### config.mk
export PLATFORM = sky130hd
export DESIGN_NAME = ireg_window
export DESIGN_NICKNAME = d
export VERILOG_FILES = /design/src/rtl/ireg_pkg.sv /design/src/rtl/ireg_decode.sv /design/src/rtl/ireg_seq.sv /design/src/rtl/ireg_dstage.sv /design/src/rtl/ireg_window.sv
export SDC_FILE = /design/constraint.sdc
export NUM_CORES = 1
export LEC_CHECK = 0
export ABC_AREA = 1
export BUFFER_PORTS_ARGS = -buffer_cell sky130_fd_sc_hd__clkbuf_2
export CORE_UTILIZATION = 30
export CTS_CLUSTER_DIAMETER = 200
export DETAILED_ROUTE_END_ITERATION = 16
export MAX_ROUTING_LAYER = met4
export PLACE_DENSITY = 0.59
export SYNTH_ARGS = -nofsm -noshare
export SYNTH_HDL_FRONTEND = slang
export SYNTH_SLANG_ARGS = --single-unit
### constraint.sdc
create_clock -name clk -period 2.25 [get_ports clk]
set_input_delay 0.3375 -clock clk [delete_from_list [all_inputs] [get_ports clk]]
set_output_delay 0.3375 -clock clk [all_outputs]
set_load 0.01 [all_outputs]
### src/rtl/ireg_pkg.sv
package ireg_pkg;
  // slot numbers: byte offset = slot * 16
  localparam int SLOT_STAT  = 1;
  localparam int SLOT_REV   = 2;
  localparam int SLOT_IADDR = 3;
  localparam int SLOT_DATA0 = 4;

  // transaction address word layout (16 bits)
  typedef struct packed {
    logic [3:0] blk;
    logic [3:0] inst;
    logic       rd;
    logic [2:0] spare;
    logic [1:0] param;
    logic [1:0] idx;
  } iaddr_t;
endpackage

### src/rtl/ireg_decode.sv
module ireg_decode
  import ireg_pkg::*;
#(
  parameter int AW    = 8,
  parameter int NDATA = 4
) (
  input  logic [AW-1:0]    addr,
  output logic             sel_stat,
  output logic             sel_rev,
  output logic             sel_iaddr,
  output logic [NDATA-1:0] sel_data
);
  localparam int SW = AW - 4;

  logic [SW-1:0] slot;
  logic          aligned;

  assign slot    = addr[AW-1:4];
  assign aligned = (addr[3:0] == 4'd0);

  assign sel_stat  = aligned && (slot == SW'(SLOT_STAT));
  assign sel_rev   = aligned && (slot == SW'(SLOT_REV));
  assign sel_iaddr = aligned && (slot == SW'(SLOT_IADDR));

  for (genvar i = 0; i < NDATA; i++) begin : g_dsel
    assign sel_data[i] = aligned && (slot == SW'(SLOT_DATA0 + i));
  end
endmodule

### src/rtl/ireg_seq.sv
module ireg_seq
  import ireg_pkg::*;
#(
  parameter int DW = 16
) (
  input  logic          clk,
  input  logic          rst,
  input  logic          start,
  input  logic [DW-1:0] wdata,
  input  logic          ack,
  output logic          busy,
  output iaddr_t        iaddr_q,
  output logic          cap_en
);
  always_ff @(posedge clk) begin
    if (rst) begin
      busy    <= 1'b0;
      iaddr_q <= '0;
    end else if (!busy && start) begin
      iaddr_q <= iaddr_t'(wdata[15:0]);
      busy    <= 1'b1;
    end else if (busy && ack) begin
      busy    <= 1'b0;
    end
  end

  // returned word is taken only for a read that is being acknowledged
  assign cap_en = busy && ack && iaddr_q.rd;
endmodule

### src/rtl/ireg_dstage.sv
module ireg_dstage #(
  parameter int DW    = 16,
  parameter int NDATA = 4
) (
  input  logic                clk,
  input  logic                rst,
  input  logic                wr_en,
  input  logic [NDATA-1:0]    sel,
  input  logic [DW-1:0]       wdata,
  input  logic                cap_en,
  input  logic [DW-1:0]       cap_data,
  output logic [NDATA*DW-1:0] regs
);
  for (genvar i = 0; i < NDATA; i++) begin : g_word
    if (i == 0) begin : g_cap
      always_ff @(posedge clk) begin
        if (rst)                regs[0 +: DW] <= '0;
        else if (cap_en)        regs[0 +: DW] <= cap_data;
        else if (wr_en && sel[0]) regs[0 +: DW] <= wdata;
      end
    end else begin : g_plain
      always_ff @(posedge clk) begin
        if (rst)                regs[i*DW +: DW] <= '0;
        else if (wr_en && sel[i]) regs[i*DW +: DW] <= wdata;
      end
    end
  end
endmodule

### src/rtl/ireg_window.sv
module ireg_window
  import ireg_pkg::*;
#(
  parameter int         AW         = 8,
  parameter int         DW         = 16,
  parameter int         NDATA      = 4,
  parameter logic [2:0] BOARD_REV  = 3'd3,
  parameter logic [3:0] CHIP_MAJOR = 4'd2,
  parameter logic [3:0] CHIP_MINOR = 4'd5
) (
  input  logic                clk,
  input  logic                rst,
  input  logic [AW-1:0]       bus_addr,
  input  logic                bus_wr,
  input  logic                bus_rd,
  input  logic [DW-1:0]       bus_wdata,
  output logic [DW-1:0]       bus_rdata,
  input  logic                audio_absent,
  output logic                quad_mode,
  output logic                glob_rst_n,
  output logic                codec_rst_n,
  output logic                ip_req,
  output logic [3:0]          ip_blk,
  output logic [3:0]          ip_inst,
  output logic                ip_read,
  output logic [1:0]          ip_param,
  output logic [1:0]          ip_index,
  output logic [NDATA*DW-1:0] ip_wdata,
  input  logic                ip_ack,
  input  logic [DW-1:0]       ip_rdata
);
  logic             sel_stat, sel_rev, sel_iaddr;
  logic [NDATA-1:0] sel_data;
  logic             busy, cap_en;
  iaddr_t           iaddr_q;
  logic [NDATA*DW-1:0] dreg_flat;
  logic [DW-1:0]    data0_q;
  logic [DW-1:0]    rd_mux;
  logic [DW-1:0]    rev_word;
  logic [DW-1:0]    stat_word;

  ireg_decode #(.AW(AW), .NDATA(NDATA)) u_dec (
    .addr      (bus_addr),
    .sel_stat  (sel_stat),
    .sel_rev   (sel_rev),
    .sel_iaddr (sel_iaddr),
    .sel_data  (sel_data)
  );

  ireg_seq #(.DW(DW)) u_seq (
    .clk     (clk),
    .rst     (rst),
    .start   (bus_wr && sel_iaddr),
    .wdata   (bus_wdata),
    .ack     (ip_ack),
    .busy    (busy),
    .iaddr_q (iaddr_q),
    .cap_en  (cap_en)
  );

  ireg_dstage #(.DW(DW), .NDATA(NDATA)) u_dst (
    .clk      (clk),
    .rst      (rst),
    .wr_en    (bus_wr && !busy),
    .sel      (sel_data),
    .wdata    (bus_wdata),
    .cap_en   (cap_en),
    .cap_data (ip_rdata),
    .regs     (dreg_flat)
  );

  assign data0_q = dreg_flat[DW-1:0];

  // configuration bits of the status word
  always_ff @(posedge clk) begin
    if (rst) begin
      quad_mode   <= 1'b0;
      glob_rst_n  <= 1'b0;
      codec_rst_n <= 1'b0;
    end else if (bus_wr && sel_stat) begin
      quad_mode   <= bus_wdata[2];
      glob_rst_n  <= bus_wdata[3];
      codec_rst_n <= bus_wdata[4];
    end
  end

  assign stat_word = DW'({codec_rst_n, glob_rst_n, quad_mode, 1'b0, busy});
  assign rev_word  = DW'({audio_absent, BOARD_REV, 4'b0000, CHIP_MAJOR, CHIP_MINOR});

  always_comb begin
    rd_mux = '0;
    if (sel_stat)  rd_mux = stat_word;
    if (sel_rev)   rd_mux = rev_word;
    if (sel_iaddr) rd_mux = DW'(iaddr_q);
    for (int i = 0; i < NDATA; i++) begin
      if (sel_data[i]) rd_mux = dreg_flat[i*DW +: DW];
    end
  end

  always_ff @(posedge clk) begin
    if (rst)         bus_rdata <= '0;
    else if (bus_rd) bus_rdata <= rd_mux;
  end

  assign ip_req   = busy;
  assign ip_blk   = iaddr_q.blk;
  assign ip_inst  = iaddr_q.inst;
  assign ip_read  = iaddr_q.rd;
  assign ip_param = iaddr_q.param;
  assign ip_index = iaddr_q.idx;
  assign ip_wdata = dreg_flat;
endmodule

# Yosys cells after proc, flatten, opt, wreduce, memory -nomap -nowiden
# Cells that the tools add are included.
op_classes:
  eq_ne: 7
  n_mux: 11
  n_reduce_logical: 21
ops:
  columns: ["cell", "count"]
  rows:
  - ["16-bit 2-to-1 mux", 8]
  - ["1-bit logical AND", 17]
  - ["4-bit by 3-bit == test with 1-bit output, second input constant", 4]
  - ["4-bit by 2-bit == test with 1-bit output, second input constant", 2]
  - ["5-bit 2-to-1 mux", 1]
  - ["4-bit by 1-bit == test with 1-bit output, second input constant", 1]
  - ["4-bit logical NOT", 1]
  - ["2-bit nonzero test", 2]
  - ["1-bit 2-to-1 mux", 2]
  - ["1-bit logical NOT", 1]
word_totals:
  register_bits: 100
  in_bits: 46
  out_inout_bits: 97

# Logic depth before layout (Yosys ltp)
# Gate-level depths: netlist of run 1.
logic_depth:
  word_depth: 9
  depth_mapped: 11
  ltp_nobuf: 11

# Cells and area by module
# Synthesis of run 1 repeated with hierarchy kept, for this count alone.
hier_totals:
  cells_unflattened: 728
  area_unflattened_um2: 4933.5
by_module_without_submodules:
  columns: ["mod", "n_inst", "cells_each", "area_each_um2", "seq_area_each_um2"]
  rows:
  - ["ireg_dstage", 1, 333, 2517.4, 1281.2]
  - ["ireg_window", 1, 256, 1557.7, 380.4]
  - ["ireg_seq", 1, 112, 749.5, 340.3]
  - ["ireg_decode", 1, 27, 108.9, 0.0]

# Least setup slack after synthesis of run 1
# OpenSTA, ideal clock, no wires.
synth_timing:
  kind: "input to register"
  start: "in bus_addr[3]"
  end: "reg bus_rdata[10]"
  arrival_time_ps: 1289
  t_required_ps: 2118
  setup_slack_ps: 829
  stages: 8
  n_path_buf: 1
  path_cell_list: "nor2_1 -> nand2_2 -> nor2_4 -> nand2_2 -> clkbuf_1 -> o21ai_0 -> o21bai_1 -> a21oi_1"
synth_between:
  elab_chain_cells: 7
synth_rtl:
  columns: ["element", "line", "rtl"]
  rows:
  - ["start, declared", "ireg_window.sv:13", "input logic [AW-1:0] bus_addr,"]
  - ["4-bit logical NOT *", "ireg_decode.sv:19", "assign aligned = (addr[3:0] == 4'd0);"]
  - ["1-bit logical AND", "ireg_decode.sv:23", "assign sel_iaddr = aligned && (slot == SW'(SLOT_IADDR));"]
  - ["16-bit 2-to-1 mux", "ireg_window.sv:94", "if (sel_iaddr) rd_mux = DW'(iaddr_q);"]
  - ["16-bit 2-to-1 mux (3 in a row)", "ireg_window.sv:96", "if (sel_data[i]) rd_mux = dreg_flat[i*DW +: DW];"]
  - ["16-bit 2-to-1 mux *", "ireg_window.sv:96", null]
  - ["end signal, assigned", "ireg_window.sv:102", "else if (bus_rd) bus_rdata <= rd_mux;"]
  - ["end, declared", "ireg_window.sv:17", "output logic [DW-1:0] bus_rdata,"]
# Mark *: on every way between the ends. The rest lies on a longest branch, timed or not.
# A chain may end at the register's enable or synchronous reset.

# Worst setup path after layout of run 1
layout_timing:
  start: "in bus_addr[1]"
  end: "reg u_dst.regs[63]"
layout_between:
  elab_chain_cells: 3
layout_rtl:
  columns: ["element", "line", "rtl"]
  rows:
  - ["4-bit logical NOT", "ireg_decode.sv:19", null]
  - ["1-bit logical AND", "ireg_decode.sv:26", "assign sel_data[i] = aligned && (slot == SW'(SLOT_DATA0 + i));"]
  - ["1-bit logical AND", "ireg_dstage.sv:24", "else if (wr_en && sel[i]) regs[i*DW +: DW] <= wdata;"]
  - ["end signal, assigned by index", "ireg_dstage.sv:24", null]
  - ["end, declared", "ireg_dstage.sv:12", "output logic [NDATA*DW-1:0] regs"]
# No other way between the ends.

==> impl_metrics.json, run 1 <==
{
  "avgSynthCellArea_sq_um": 7.22,
  "cp.arrival_ps": 1800,
  "grt_first_pass_wirelength_mm": 24.9,
  "drive_above_1_share_pct": 25.8,
  "port_buffers": 142,
  "fin_cells": 944,
  "async_reset_ff_share_pct": 0,
  "synth.distinct_cells": 26,
  "antenna_cells": 0,
  "finalCritPeriodShare_pct": 68.3,
  "synth_edf_count": 0,
  "die_x_microns": 126,
  "synthFlopType": "dfxtp_1",
  "placed_cells": 928,
  "yosys-top-cells-area": "dfxtp_1 (44%), o21ai_0 (9.2%), a21oi_1 (7.8%)",
  "start_util_pct": 31.1,
  "clk_latency_ps": 360,
  "p_leak_nw": 2.54,
  "max_freq_mhz": 650,
  "gp_congestion": 0.876,
  "num_vias": 4706,
  "maxSlewHeadroom_pct": 62.9,
  "cts_inserted_buffers": 9,
  "dieHeight_microns": 126,
  "pin_count": 143,
  "worstPathRequired_ps": 2510,
  "startpoint_type": "primary input",
  "cts_root_buf": "clkbuf_16",
  "cap_violations": 0,
  "die-area_sq_um": 15800,
  "period_minus_slack_ps": 1540,
  "wl_mm": 16.1,
  "rows": 44,
  "cts_max_level": 3,
  "final-max-slew-violation-count": 0,
  "area_growth_pct": 24.9,
  "vias_per_cell": 4.99,
  "synth-seq-area-share_pct": 43.6,
  "ys_seq_elements": 100,
  "hold_path.class": "in -> reg",
  "critical-path-slowest-cell": "nor2_4",
  "power_density_nw_per_um2": 654,
  "drc": 0,
  "core_sq_um": 14800,
  "cts_buffer_depth": 2,
  "crit_buf_inv": 2,
  "post_cts_buffers": 0,
  "crit_fanout": 13,
  "grt_max_degree": 37,
  "yosysWarningCount": 0,
  "wl_per_cell_microns": 17.1,
  "tritoncts": "done",
  "setup_slack_ps": 713,
  "grt_setup_unrepaired": "no",
  "dp_hpwl_mm": 12.1,
  "first_global_vias": 4240,
  "netlist_instances": 636,
  "status": "complete, no violations",
  "syn_area_sq_um": 4590,
  "cts_hold_buf": 0,
  "grtUsageTotal_pct": 21.2,
  "critPathTopFamily": "simple AND/OR/NAND/NOR gates",
  "endpoint_kind": "flop",
  "syn_nets": 682,
  "worst_pin_slew_ps": 556,
  "antenna_left": 0,
  "first_pass_iters": 5,
  "cts.sinks": 100,
  "ctsResizeCount": 0,
  "place_ws_ps": 347,
  "cpPeakStageDelay_ps": 260,
  "fin_worst_skew_ps": 7.43,
  "path_clk_slew_ps": 70,
  "fin_nets": 801,
  "tns_ps": 0,
  "synth_area_leader_cell": "dfxtp_1",
  "cp_cell_sequence": "clkbuf_2, nor2_1, nand2_2, nor2_4, nand2_2, nor2_4, inv_1, a211oi_1",
  "setup_viol": 0,
  "crit_type": "in -> reg",
  "grt_overflow_total": 0,
  "drt-initial-drc-count": 472,
  "antenna_found_initial": 0,
  "irDropWorstVdd_uv": 369,
  "hold_viol": 0,
  "synth_top_area_share_pct": 43.6
}
## layout by cell type, fill, tap and decap left out, drive strengths merged, types with 6 or more instances in the layout
| cell type | instances |
|---|---|
| clkbuf | 154 |
| dfxtp | 100 |
| o21ai | 93 |
| nand2 | 85 |
| a21oi | 72 |
| inv | 69 |
| nor2 | 60 |
| nand3 | 53 |
| nand4 | 18 |
| buf | 18 |
| a31oi | 16 |
| a211oi | 6 |
| o21bai | 6 |
## routing by layer
| layer | vias up | part of all wire (%) | GRT usage [%] |
|---|---|---|---|
| met5 | - | 0 | - |
| met4 | 0 | 1.9 | 7.53 |
| met3 | 19 | 7.1 | 3.82 |
| met2 | 198 | 42 | 29.5 |
| met1 | 2133 | 49 | 30.3 |
| li1 | 2356 | - | - |
## cell usage after synthesis (all sizes together) (6+ instances only)
cell type    n
buf         27
a31oi       16
nand2       85
nand3       53
nand4       18
a211oi       6
clkbuf      25
o21ai       93
nor2        60
inv         69
o21bai       6
dfxtp      100
a21oi       72
## power by group
group,switching (W),internal (W),total (W)
registers,0.00000435,0.00178,0.00178
clock network,0.000697,0.00106,0.00176
logic,0.000149,0.0000646,0.000213
## cell families (layout without fill, tap and decap cells)
logic type             after synthesis  after routing  synth area share [%]
AOI/OAI and AO/OA                  195            195                  22.7
buffers and inverters              122            246                  11.9
DFF                                100            100                  43.6
and+or+nand+nor                    219            219                  21.9
## worst register-to-register path, delay by kind of cell, from the launching register on
kind	cells	cell delay [ps]
flip-flops	1	360
buffers and inverters	2	550
AND/OR/NAND/NOR	1	180
AO/OA/AOI/OAI	3	380
## state kept, by name, indices dropped and copies added, names as in the netlist
| register | count |
|---|---|
| codec_rst_n | 1 |
| bus_rdata | 16 |
| u_seq.iaddr_q | 16 |
| quad_mode | 1 |
| u_dst.regs | 64 |
| u_seq.busy | 1 |
| glob_rst_n | 1 |
## through the flow
stage | hold WS (ps) | total power [W] | cell area [sq um] | utilization (%)
6_report | 258 | 0.00375 | 5740 | 38.9
5_1_grt | 272 | 0.00385 | 5740 | 38.9
4_1_cts | 251 | 0.00376 | 5740 | 38.9
3_5_place_dp | 459 | 0.00203 | 5400 | 36.6
3_3_place_gp | 455 | 0.00203 | 5400 | 36.6
2_1_floorplan | 472 | 0.00192 | 4590 | -
## path summary, 6_finish.rpt
check | from | end | slack, ps | depth (start not counted)
setup reg to reg | u_seq.busy | u_dst.regs[2] | 720 | 6
hold reg to reg | bus_rdata[9] | bus_rdata[9] | 470 | 2
hold / removal | ip_rdata[12] | u_dst.regs[12] | 260 | 3
setup / recovery | bus_addr[1] | u_dst.regs[63] | 710 | 8
## cell type report
cell class,count,area [sq um]
Clock buffer,12,267
Clock inverter,4,70.1
Fill cell,1595,9020
Inverter,70,264
Multi-Input combinational cell,414,2050
Sequential cell,100,2000
Tap cell,184,230
Timing Repair Buffer,160,858
(Power assumes the default switching activity.)
==> inputs of run 2 (changes only) <==
==> constraint.sdc (replaced) <==
create_clock -name clk -period 1.6 [get_ports clk]
set_input_delay 0.24 -clock clk [delete_from_list [all_inputs] [get_ports clk]]
set_output_delay 0.24 -clock clk [all_outputs]
set_load 0.01 [all_outputs]
==> impl_metrics.json, run 2 (same netlist as run 1, synthesis figures left out) <==
{
  "worst_pin_slew_ps": 443,
  "cts_max_level": 3,
  "hold_path.class": "in -> reg",
  "num_vias": 4759,
  "cts.sinks": 100,
  "first_pass_iters": 4,
  "worstPathRequired_ps": 1360,
  "drc": 0,
  "fin_nets": 813,
  "period_minus_slack_ps": 1470,
  "layout_common_cells": "clkbuf_2 (142), dfxtp_1 (100), o21ai_0 (84)",
  "wl_mm": 15.7,
  "tritoncts": "done",
  "reg2reg_depth": 5,
  "crit_fanout": 18,
  "design_area_sq_um": 5830,
  "endpoint": "ip_req",
  "first_global_vias": 4495,
  "dieHeight_microns": 126,
  "largest_register": "u_dst.regs",
  "grt_first_pass_wirelength_mm": 25.1,
  "fin_worst_skew_ps": 8.47,
  "largest_registers": "u_dst.regs: 64 flops, bus_rdata: 16 flops, u_seq.iaddr_q: 16 flops",
  "endpoint_kind": "output port",
  "vias_per_cell": 4.98,
  "antenna_cells": 0,
  "die_x_microns": 126,
  "dp_hpwl_mm": 12.1,
  "drive_above_1_share_pct": 26.7,
  "antenna_left": 0,
  "pin_count": 143,
  "antenna_found_initial": 0,
  "start_util_pct": 31.1,
  "cpPeakStageDelay_ps": 460,
  "cp_cell_sequence": "buf_4, clkbuf_2",
  "clk_latency_ps": 350,
  "hold_viol": 0,
  "grt_overflow_total": 0,
  "cts_inserted_buffers": 9,
  "gp_congestion": 0.880,
  "maxSlewHeadroom_pct": 70.4,
  "critPathLaunch": "u_seq.busy",
  "cp.arrival_ps": 1230,
  "grtUsageTotal_pct": 21.2,
  "power_density_nw_per_um2": 830,
  "drt-initial-drc-count": 386,
  "finalCritPeriodShare_pct": 92.1,
  "p_leak_nw": 2.58,
  "hp-start": "ip_rdata[4]",
  "rrSetupSlack_ps": 180,
  "crit_type": "reg -> out",
  "cts_buffer_depth": 2,
  "irDropWorstVdd_uv": 503,
  "reg2reg_from": "u_seq.busy",
  "final-max-slew-violation-count": 0,
  "area_growth_pct": 26.9,
  "largest_reg_flops": 64,
  "cts_root_buf": "clkbuf_16",
  "cap_violations": 0,
  "critical-path-slowest-cell": "dfxtp_1",
  "port_buffers": 142,
  "grt_setup_unrepaired": "no",
  "startpoint_type": "flop",
  "finalPower_w": 0.00484,
  "reg2reg_to": "u_dst.regs[31]",
  "status": "complete, no violations",
  "post_cts_buffers": 0,
  "mostFrequentLayoutCell": "clkbuf_2",
  "setup_viol": 0,
  "core_sq_um": 14800,
  "max_freq_mhz": 678,
  "grt_max_degree": 65,
  "die-area_sq_um": 15800,
  "dpl_cell_area_sq_um": 5550,
  "path_clk_slew_ps": 70,
  "rows": 44,
  "wl_per_cell_microns": 16.5
}
[run 2: cell types whose count changed in the layout (fill, tap and decap cells not counted), sizes merged]
cell and delta:
clkinvlp +2, buf +12, bufinv -2
[run 2: per-stage QoR]
step                      setup slack [ps]  instances  hold WS (ps)  utilization [%]  TNS [ps]
after CTS                              121        956           156             39.5         0
after global routing                  58.8        956           184             39.5         0
final                                  126        956           163             39.5         0
after detailed placement             -5.72        940           455             37.6     -10.7
after global placement                1.27        940           453             37.6         0
after floorplan                        228        636           375                -         0
[run 2: report_power, final]
group,total [W],leakage (nW),internal (W),switching [W]
logic,0.000308,1.65,0.000103,0.000205
registers,0.00250,0.806,0.00250,0.00000619
clock network,0.00203,0.129,0.00109,0.000934
[run 2: worst min-delay path by stage]
stage	endpoint	cells past startpoint
after global routing	u_dst.regs[15]	3
after global placement	u_dst.regs[38]	2
after floorplan	u_dst.regs[55]	2
after CTS	u_dst.regs[12]	3
after detailed placement	u_dst.regs[38]	2
final	u_dst.regs[4]	3
[run 2: area by class of cell]
class                           count  area, sq um
Sequential cell                   100         2000
Fill cell                        1626         8920
Clock buffer                       12          246
Multi-Input combinational cell    414         2050
Timing Repair Buffer              172         1010
Tap cell                          184          230
Clock inverter                      4         25.0
Inverter                           70          264
[run 2: worst max-delay path, delay by kind of cell (launching register included)]
| family | cells | cell delay, ps |
|---|---|---|
| buffers and inverters | 2 | 420 |
| flip-flops | 1 | 460 |
[run 2: what timing repair did]
action / in CTS / in global routing
hold buffers: 0 / 0
gates resized for setup: 0 / 1
endpoints found under the setup margin: 0 / 1
[run 2: routing by layer]
metal / GRT usage (%) / vias to the layer above / wire length [microns]
met5: - / - / 0
met4: 7.53 / 0 / 252
met3: 3.14 / 16 / 1010
met2: 30.9 / 178 / 6840
met1: 29.7 / 2181 / 7650
li1: - / 2384 / -
==> inputs of run 3 (changes only) <==
--- a/config.mk
+++ b/config.mk
@@ -11,7 +11,7 @@
 export CTS_CLUSTER_DIAMETER = 200
 export DETAILED_ROUTE_END_ITERATION = 16
 export MAX_ROUTING_LAYER = met4
-export PLACE_DENSITY = 0.59
+export PLACE_DENSITY = 0.6
 export SYNTH_ARGS = -nofsm -noshare
 export SYNTH_HDL_FRONTEND = slang
 export SYNTH_SLANG_ARGS = --single-unit
==> constraint.sdc (replaced) <==
create_clock -name clk -period 1.2 [get_ports clk]
set_input_delay 0.18 -clock clk [delete_from_list [all_inputs] [get_ports clk]]
set_output_delay 0.18 -clock clk [all_outputs]
set_load 0.01 [all_outputs]
==> impl_metrics.json, run 3 (same netlist as run 1, synthesis figures left out) <==
{
  "fin_util_pct": 44.6,
  "final-max-slew-violation-count": 0,
  "regArea_sq_um": 2010,
  "fin_nets": 858,
  "mostFrequentLayoutCell": "clkbuf_2",
  "fill_cells": 1521,
  "setup_slack_ps": -94.2,
  "cts_max_level": 3,
  "die_x_microns": 126,
  "dp_hpwl_mm": 13.0,
  "internal_power_w": 0.00495,
  "core_sq_um": 14800,
  "critPathTopFamily": "buffers and inverters",
  "finalPower_w": 0.00660,
  "area_growth_pct": 43.3,
  "pwr-share-clk_pct": 41.1,
  "status": "finished, violations left",
  "placed_cells": 965,
  "cp_cell_sequence": "buf_4, buf_12, clkbuf_2",
  "num_vias": 5051,
  "gp_congestion": 0.890,
  "antenna_found_initial": 0,
  "setup_viol": 68,
  "tritoncts": "done",
  "grt_setup_unrepaired": "yes",
  "finalCritPeriodShare_pct": 108,
  "irDropWorstVdd_uv": 684,
  "fin_cells": 1000,
  "p_sw_w": 0.00166,
  "crit_type": "reg -> out",
  "rows": 44,
  "multi_input_area_sq_um": 2250,
  "cap_violations": 0,
  "die-area_sq_um": 15800,
  "maxSlewHeadroom_pct": 77.2,
  "drt-initial-drc-count": 384,
  "fin_worst_skew_ps": 6.62,
  "power_density_nw_per_um2": 1000,
  "cts_root_buf": "clkbuf_16",
  "critical-path-slowest-cell": "dfxtp_4",
  "failed_checks": "negative setup slack",
  "drive_above_1_share_pct": 35.2,
  "largest_register": "u_dst.regs",
  "cts_hold_buf": 0,
  "vias_per_cell": 5.05,
  "seqPwrFrac_pct": 50.5,
  "wl_mm": 17.6,
  "p_leak_nw": 2.93,
  "wl_per_cell_microns": 17.6,
  "hold_viol": 0,
  "drc": 0,
  "grt_overflow_total": 0,
  "first_pass_iters": 5,
  "period_minus_slack_ps": 1290,
  "antenna_left": 0,
  "worst_pin_slew_ps": 339,
  "path_clk_slew_ps": 70,
  "start_util_pct": 31.1,
  "crit_fanout": 5,
  "worstPathRequired_ps": 1020,
  "grt_first_pass_wirelength_mm": 26.3,
  "largest_reg_flops": 64,
  "hold_path.class": "in -> reg",
  "clk_latency_ps": 360,
  "largest_registers": "u_dst.regs: 64 flops, bus_rdata: 16 flops, u_seq.iaddr_q: 16 flops",
  "max_freq_mhz": 773,
  "crit_buf_inv": 3,
  "pin_count": 143,
  "cts_inserted_buffers": 9,
  "dieHeight_microns": 126,
  "grtUsageTotal_pct": 22.8,
  "swShare_pct": 25.1,
  "cts.sinks": 100,
  "cts_buffer_depth": 2,
  "grt_max_degree": 53,
  "cp.arrival_ps": 1110,
  "first_global_vias": 4429,
  "port_buffers": 142,
  "cpPeakStageDelay_ps": 370,
  "startpoint_type": "flop",
  "layout_common_cells": "clkbuf_2 (138), dfxtp_1 (98), nand2_1 (76)",
  "endpoint_kind": "output port",
  "antenna_cells": 0,
  "combPwrFrac_pct": 8.4
}
[run 3: routing by layer]
layer / part of all wire (%) / global-route usage (%) / up-vias
met2: 43 / 31.7 / 199
met4: 1.6 / 7.96 / 0
li1: - / - / 2491
met1: 48 / 32.8 / 2339
met5: 0 / - / -
met3: 7.2 / 4.08 / 22
[run 3: cell type report]
type,instances,area share (%)
inverters,70,4.24
multi-input cells,414,34.2
flip-flops and latches,100,30.5
clock inverters,4,0.418
well taps,184,3.50
repair buffers,217,23.6
clock buffers,11,3.54
[run 3: worst register-to-register path, delay by kind of cell, from the launching register on]
kind,cells,cell delay (ps)
buffers and inverters,2,240
AND/OR/NAND/NOR,2,310
AO/OA/AOI/OAI,1,260
flip-flops,1,370
[run 3: worst paths after layout]
kind                     start              to  slack, ps  cells past startpoint
setup / recovery    u_seq.busy          ip_req        -90                      3
hold / removal    ip_rdata[13]  u_dst.regs[13]         90                      3
setup reg to reg    u_seq.busy  u_dst.regs[54]        -80                      5
hold reg to reg   bus_rdata[8]    bus_rdata[8]        460                      2
[run 3: what timing repair did]
item                       CTS  global route
setup buffers                5            16
pin swaps                    4            22
resized for setup           15           100
gates cloned                 1             2
setup endpoints to repair   91            95
[run 3: through the flow]
stage                     hold slack [ps]  TNS (ps)  setup WS, ps  instance area (sq um)
after floorplan                       315      -500         -40.0                   4710
after global placement                454    -31390          -502                   5930
after global routing                  108     -7170          -169                   6580
final                                93.6     -3030         -94.2                   6580
after CTS                            90.6     -4030          -118                   6310
after detailed placement              454    -32260          -492                   5930
[run 3: power groups by stage]
stage	registers [W]	logic (W)	clock network, W
3_5_place_dp	0.00341	0.000501	0
6_report	0.00333	0.000555	0.00272
4_1_cts	0.00333	0.000512	0.00273
3_3_place_gp	0.00341	0.000502	0
5_1_grt	0.00333	0.000595	0.00290
2_1_floorplan	0.00342	0.000206	0
